--- src/rtl/rampguard_pkg.sv ---
package rampguard_pkg;

  typedef enum logic [1:0] {
    ST_IDLE  = 2'd0,
    ST_SOFT  = 2'd1,
    ST_SLEW  = 2'd2,
    ST_FAULT = 2'd3
  } rampPhase_t;

  // strobes from the sequencer to the reference datapath
  typedef struct packed {
    logic zero;      // force reference to 0 on this edge
    logic ssInc;     // soft-start single-code step
    logic slewTick;  // slew step toward target
    logic faultSet;  // short-circuit timeout taken on this edge
    logic active;    // channel running, power-good may be judged
  } rampStb_t;

endpackage

--- src/rtl/rampguard_ctrl.sv ---
module rampguard_ctrl
  import rampguard_pkg::*;
#(
  parameter int CODE_W      = 8,
  parameter int SS_DIV      = 33,
  parameter int SLEW_DIV    = 20,
  parameter int TIMEOUT_CYC = 200000,
  parameter int HAND_CODE   = 60,
  parameter int FAULT_CODE  = 70
) (
  input  logic              clk,
  input  logic              rst,
  input  logic              en,
  input  logic [CODE_W-1:0] fbCode,
  output rampStb_t          stb,
  output logic              chanOff
);

  localparam int SS_W  = $clog2(SS_DIV) + 1;
  localparam int SL_W  = $clog2(SLEW_DIV) + 1;
  localparam int TMR_W = $clog2(TIMEOUT_CYC + 1);
  localparam logic [CODE_W-1:0] HAND_C  = CODE_W'(HAND_CODE);
  localparam logic [CODE_W-1:0] FAULT_C = CODE_W'(FAULT_CODE);
  localparam logic [SS_W-1:0]   SS_LAST = SS_W'(SS_DIV - 1);
  localparam logic [SL_W-1:0]   SL_LAST = SL_W'(SLEW_DIV - 1);
  localparam logic [TMR_W-1:0]  TMR_LAST = TMR_W'(TIMEOUT_CYC - 1);

  rampPhase_t       state;
  logic [SS_W-1:0]  ssCnt;
  logic [SL_W-1:0]  slCnt;
  logic [TMR_W-1:0] timer;
  logic             risen;
  logic             running;
  logic             faultHit;
  logic             ssTick;

  // a one-clock soft-start divider needs no counter
  generate
    if (SS_DIV == 1) begin : g_ssEvery
      assign ssTick = 1'b1;
    end else begin : g_ssDiv
      assign ssTick = (ssCnt == SS_LAST);
    end
  endgenerate

  always_comb begin
    running  = (state == ST_SOFT) || (state == ST_SLEW);
    faultHit = running && en && !risen && (fbCode <= FAULT_C) && (timer == TMR_LAST);
    stb.faultSet = faultHit;
    stb.ssInc    = (state == ST_SOFT) && ssTick;
    stb.slewTick = (state == ST_SLEW) && (slCnt == SL_LAST);
    stb.zero     = !(running && en) || faultHit;
    stb.active   = running && en && !faultHit;
  end

  assign chanOff = (state == ST_FAULT);

  always_ff @(posedge clk) begin
    if (rst) begin
      state <= ST_IDLE;
      ssCnt <= '0;
      slCnt <= '0;
      timer <= '0;
      risen <= 1'b0;
    end else begin
      unique case (state)
        ST_IDLE: begin
          if (en) begin
            state <= ST_SOFT;
            ssCnt <= '0;
            slCnt <= '0;
            timer <= '0;
            risen <= 1'b0;
          end
        end
        ST_SOFT, ST_SLEW: begin
          if (!en) begin
            state <= ST_IDLE;
          end else if (faultHit) begin
            state <= ST_FAULT;
          end else begin
            if (state == ST_SOFT) begin
              ssCnt <= (ssCnt == SS_LAST) ? '0 : ssCnt + 1'b1;
              if (fbCode >= HAND_C) begin
                state <= ST_SLEW;
                slCnt <= '0;
              end
            end else begin
              slCnt <= (slCnt == SL_LAST) ? '0 : slCnt + 1'b1;
            end
            if (!risen) timer <= timer + 1'b1;
            if (fbCode > FAULT_C) risen <= 1'b1;
          end
        end
        ST_FAULT: begin
          if (!en) state <= ST_IDLE;
        end
        default: state <= ST_IDLE;
      endcase
    end
  end

  // feedback at the handover level during soft-start moves to slew control
  p_handover_r3: assert property (@(posedge clk) disable iff (rst)
    (state == ST_SOFT) && en && !faultHit && (fbCode >= HAND_C) |=> (state == ST_SLEW));

  // a taken fault holds as long as enable stays high
  p_fault_hold_r4: assert property (@(posedge clk) disable iff (rst)
    chanOff && en |=> chanOff);

  // enable low always ends a shut-off
  p_release_r10: assert property (@(posedge clk) disable iff (rst)
    !en |=> !chanOff);

endmodule

--- src/rtl/rampguard_path.sv ---
module rampguard_path
  import rampguard_pkg::*;
#(
  parameter int CODE_W    = 8,
  parameter int SLEW_STEP = 2,
  parameter int PG_NUM    = 9,
  parameter int PG_DEN    = 10
) (
  input  logic              clk,
  input  logic              rst,
  input  rampStb_t          stb,
  input  logic [CODE_W-1:0] target,
  input  logic [CODE_W-1:0] fbCode,
  input  logic              pgMask,
  input  logic              clrFault,
  input  logic              clrPg,
  output logic [CODE_W-1:0] refCode,
  output logic              pgGood,
  output logic              faultFlag,
  output logic              pgFlag,
  output logic              irq
);

  localparam int MUL_W = CODE_W + $clog2(PG_NUM + 1);
  localparam logic [CODE_W-1:0] STEP_C = CODE_W'(SLEW_STEP);

  logic [CODE_W-1:0] refNext;
  logic [CODE_W-1:0] gapUp;
  logic [CODE_W-1:0] gapDn;
  logic [MUL_W-1:0]  pgThr;
  logic              pgLevel;

  always_comb begin
    gapUp   = target - refCode;
    gapDn   = refCode - target;
    refNext = refCode;
    if (stb.zero) begin
      refNext = '0;
    end else if (stb.ssInc) begin
      if (refCode < target) refNext = refCode + 1'b1;
    end else if (stb.slewTick) begin
      if (refCode < target) begin
        refNext = (gapUp > STEP_C) ? refCode + STEP_C : target;
      end else if (refCode > target) begin
        refNext = (gapDn > STEP_C) ? refCode - STEP_C : target;
      end
    end
  end

  always_comb begin
    pgThr   = (MUL_W'(target) * MUL_W'(PG_NUM)) / MUL_W'(PG_DEN);
    pgLevel = stb.active && (MUL_W'(fbCode) >= pgThr);
  end

  always_ff @(posedge clk) begin
    if (rst) begin
      refCode   <= '0;
      pgGood    <= 1'b0;
      faultFlag <= 1'b0;
      pgFlag    <= 1'b0;
    end else begin
      refCode   <= refNext;
      pgGood    <= pgLevel;
      faultFlag <= (faultFlag && !clrFault) || stb.faultSet;
      pgFlag    <= (pgFlag && !clrPg) || (pgLevel && !pgGood);
    end
  end

  assign irq = faultFlag || (pgFlag && !pgMask);

  // a soft-start strobe below target advances the code by exactly one
  p_soft_step_r2: assert property (@(posedge clk) disable iff (rst)
    stb.ssInc && !stb.zero && (refCode < target) |=> refCode == $past(refCode) + 1'b1);

  // a slew strobe never moves the code by more than one step
  p_slew_bound_r3: assert property (@(posedge clk) disable iff (rst)
    stb.slewTick && !stb.zero |=>
      (($past(refCode) <= refCode) ? (refCode - $past(refCode) <= STEP_C)
                                   : ($past(refCode) - refCode <= STEP_C)));

  // a zero strobe leaves the reference at zero
  p_zero_r10: assert property (@(posedge clk) disable iff (rst)
    stb.zero |=> refCode == '0);

  // power-good drops once the channel stops running
  p_pg_off_r6: assert property (@(posedge clk) disable iff (rst)
    !stb.active |=> !pgGood);

  // a set flag survives until a clear pulse
  p_fault_sticky_r8: assert property (@(posedge clk) disable iff (rst)
    faultFlag && !clrFault |=> faultFlag);

endmodule

--- src/rtl/vref_softstart.sv ---
module vref_softstart
  import rampguard_pkg::*;
#(
  parameter int CODE_W             = 8,
  parameter int LSB_UV             = 5000,
  parameter int CLK_MHZ            = 200,
  parameter int SS_RATE_UV_PER_US  = 30000,
  parameter int HANDOVER_UV        = 300000,
  parameter int FAULT_UV           = 350000,
  parameter int TIMEOUT_US         = 1000,
  parameter int SLEW_STEP          = 2,
  parameter int SLEW_DIV           = 20,
  parameter int PG_NUM             = 9,
  parameter int PG_DEN             = 10
) (
  input  logic              clk,
  input  logic              rst,
  input  logic              en,
  input  logic [CODE_W-1:0] target,
  input  logic [CODE_W-1:0] fbCode,
  input  logic              pgMask,
  input  logic              clrFault,
  input  logic              clrPg,
  output logic [CODE_W-1:0] refCode,
  output logic              chanOff,
  output logic              pgGood,
  output logic              faultFlag,
  output logic              pgFlag,
  output logic              irq
);

  localparam int SS_DIV_RAW  = (LSB_UV * CLK_MHZ) / SS_RATE_UV_PER_US;
  localparam int SS_DIV      = (SS_DIV_RAW < 1) ? 1 : SS_DIV_RAW;
  localparam int HAND_CODE   = HANDOVER_UV / LSB_UV;
  localparam int FAULT_CODE  = FAULT_UV / LSB_UV;
  localparam int TIMEOUT_CYC = TIMEOUT_US * CLK_MHZ;

  rampStb_t stb;

  rampguard_ctrl #(
    .CODE_W(CODE_W), .SS_DIV(SS_DIV), .SLEW_DIV(SLEW_DIV),
    .TIMEOUT_CYC(TIMEOUT_CYC), .HAND_CODE(HAND_CODE), .FAULT_CODE(FAULT_CODE)
  ) u_ctrl (
    .clk(clk), .rst(rst), .en(en), .fbCode(fbCode),
    .stb(stb), .chanOff(chanOff)
  );

  rampguard_path #(
    .CODE_W(CODE_W), .SLEW_STEP(SLEW_STEP), .PG_NUM(PG_NUM), .PG_DEN(PG_DEN)
  ) u_path (
    .clk(clk), .rst(rst), .stb(stb), .target(target), .fbCode(fbCode),
    .pgMask(pgMask), .clrFault(clrFault), .clrPg(clrPg),
    .refCode(refCode), .pgGood(pgGood), .faultFlag(faultFlag),
    .pgFlag(pgFlag), .irq(irq)
  );

  // a shut-off channel always presents a zero reference
  p_fault_zero_r4: assert property (@(posedge clk) disable iff (rst)
    chanOff |-> refCode == '0);

endmodule

--- config.mk ---
export PLATFORM = sky130hd
export DESIGN_NAME = vref_softstart
export DESIGN_NICKNAME = d
export VERILOG_FILES = /design/src/rtl/rampguard_pkg.sv /design/src/rtl/rampguard_ctrl.sv /design/src/rtl/rampguard_path.sv /design/src/rtl/vref_softstart.sv
export SDC_FILE = /design/constraint.sdc
export NUM_CORES = 1
export LEC_CHECK = 0
export BUFFER_PORTS_ARGS = -buffer_cell sky130_fd_sc_hd__buf_4
export CAP_MARGIN = 5
export CORE_MARGIN = 3
export CORE_UTILIZATION = 32
export CTS_CLUSTER_SIZE = 10
export DETAILED_ROUTE_END_ITERATION = 6
export GPL_ROUTABILITY_DRIVEN = 0
export HOLD_SLACK_MARGIN = 0.12
export PLACE_DENSITY = 0.55
export SLEW_MARGIN = 20
export SYNTH_ARGS = -nofsm -noshare
export SYNTH_HDL_FRONTEND = slang
export SYNTH_SLANG_ARGS = --single-unit
--- constraint.sdc ---
create_clock -name clk -period 7.8 [get_ports clk]
set_input_delay 0.78 -clock clk [delete_from_list [all_inputs] [get_ports clk]]
set_output_delay 0.78 -clock clk [all_outputs]
set_load 0.05 [all_outputs]
==> reports/metrics.yaml <==
fin_crit_ns: 6.55
setup_ws_ns: 1.25
first_iter_violations: 436
max_stage_delay_ns: 0.56
grt_max_degree: 18
antenna_found_initial: 0
cp_max_fo: 12
clockBufferDepth: 2
cts_tree: "done"
yosys_most_used_dff: "dfxtp_1"
rsz0062_at_grt: "false"
fill_cells: 1602
synthesis.area_um2: 5050
finalSetupTns_ns: 0
drt_wl_total_um: 13500
synth-edff-count: 0
die_w_um: 132
fmax_mhz: 153
yosys.area.top_type: "dfxtp_1"
syn_inst: 667
cts_setup_buffers: 0
cp-end-kind: "flip-flop"
avgSynthCellArea_um2: 7.57
area_growth_pct: 9.82
num_vias: 4957
syn_nets: 736
netlist.area_leader.share: 0.179
die-area_um2: 17300
grt_pass1_wl_um: 22900
root_buffer: "clkbuf_16"
synth_seq_cells: 45
grt_usage: 0.151
status: "finished clean"
p_leak_nw: 2.14
fin_util: 0.362
nets: 744
cp.required_ns: 7.98
finalHoldViolCount: 0
p_per_area_nw_per_um2: 180
setup_viol: 0
routed_via_density: 5.59
max_cap_viol_count: 0
num_antenna_cells: 0
ios: 35
core_area_um2: 15300
cts_sinks: 45
skew_ns: 0.00808
finalPower_uw: 995
wire_per_inst_um: 15.2
final_max_slew_viol_count: 0
cts_made_buffers: 5
rows: 45
clkTransAtPathRegs_ns: 0.06
clkLatencyLatePin_ns: 0.28
htree_levels: 2
final_common_cell: "nand2_1"
crit_arrival_ns: 6.73
relSlewSlack: 0.474
seq_area_frac_synth: 0.179
slowest_stage: "xnor2_1"
whs_ns: 0.490
portBuffers: 34
gr-total-overflow: 0
worstMarginPinSlew_ns: 0.789
layout_common_cells: "nand2_1, nor2_1, dfxtp_1"
firstDrtPassIters: 5
peakVddDrop_mv: 0.0974
antenna_left: 0
cts_resized: 0
yosys-top-cells-area: "dfxtp_1, ha_1, nand2_1"
post-route-period-util: 0.840
yosys_warnings: 0
ys_types: 85
drive_above_1_share: 0.117
cts_hold_buf: 0
die_y_um: 132
dp_hpwl_um: 10300
min_path_type: "reg2reg"
crit_type: "in2reg"
grt_pass1_vias: 4724
cpMostUsedCell: "nand2b_1"
drc: 0
pre_cts_ws_ns: 0.989
async_flop_share: 0
initial_utilization: 0.329
crit_path_start_kind: "input pin"
[power breakdown]
group,switching (mW),internal (mW)
combinational,0.327,0.201
clock,0.0882,0.119
sequential,0.0155,0.245
total,0.430,0.565
[per-stage QoR]
step                cell area (um^2)  instances
floorplan                       5050        667
global placement                5390        879
detailed placement              5400        879
CTS                             5540        887
global route                    5540        887
finish                          5540        887
[synth_stat cells, types with 17 or more instances]
master / count
a21oi_1: 39
o21ai_0: 36
nand3_1: 29
nand4_1: 17
xor2_1: 24
nor2_1: 56
ha_1: 44
dfxtp_1: 45
nand2_1: 58
inv_1: 37
nor3_1: 18
clkbuf_1: 21
[sequential cells by signal (all words and copies together), names as in the netlist]
register          flops
u_ctrl.state          2
u_ctrl.slCnt          6
u_path.pgGood         1
u_ctrl.timer         18
u_ctrl.risen          1
u_path.faultFlag      1
u_path.pgFlag         1
u_ctrl.ssCnt          7
u_path.refCode        8
[worst paths after layout]
kind                          start                 to  slack [ns]  cells past startpoint
setup / recovery          target[1]      u_path.pgFlag        1.25                     29
hold / removal      u_ctrl.ssCnt[6]    u_ctrl.ssCnt[6]        0.49                      2
setup reg to reg  u_path.refCode[0]  u_path.refCode[5]        3.92                     15
hold reg to reg     u_ctrl.ssCnt[6]    u_ctrl.ssCnt[6]        0.49                      2
[routing by layer]
metal | global-route usage | wire (um) | vias to the layer above
met5 | 0 | 0 | -
met4 | 0.0274 | 182 | 0
met3 | 0.0214 | 589 | 18
met2 | 0.251 | 6210 | 135
met1 | 0.211 | 6520 | 2331
li1 | - | - | 2473
[cell families after synthesis]
logic type | synth area share
compound gates | 0.294
xor+xnor | 0.0642
fa+ha+maj | 0.121
buf+inv | 0.0637
flops | 0.179
mux | 0.0159
simple gates | 0.263
[critical path: cells and delay by family]
family | cells | cell delay, ns
AND/OR/NAND/NOR | 8 | 0.85
adder cells (fa/ha/maj) | 4 | 1.27
buffers and inverters | 1 | 0.15
XOR/XNOR | 1 | 0.56
AO/OA/AOI/OAI | 15 | 3.10
[area by class of cell]
| type | instances | area [um^2] | share of cell area |
|---|---|---|---|
| multi-input combinational | 550 | 3830 | 0.691 |
| sequential | 45 | 901 | 0.163 |
| tap | 211 | 264 | 0.0476 |
| timing repair buffer | 35 | 263 | 0.0474 |
| inverter | 38 | 143 | 0.0257 |
| clock buffer | 6 | 129 | 0.0233 |
| clock inverter | 2 | 15.0 | 0.00271 |
Power figures use the tool's default switching activity.
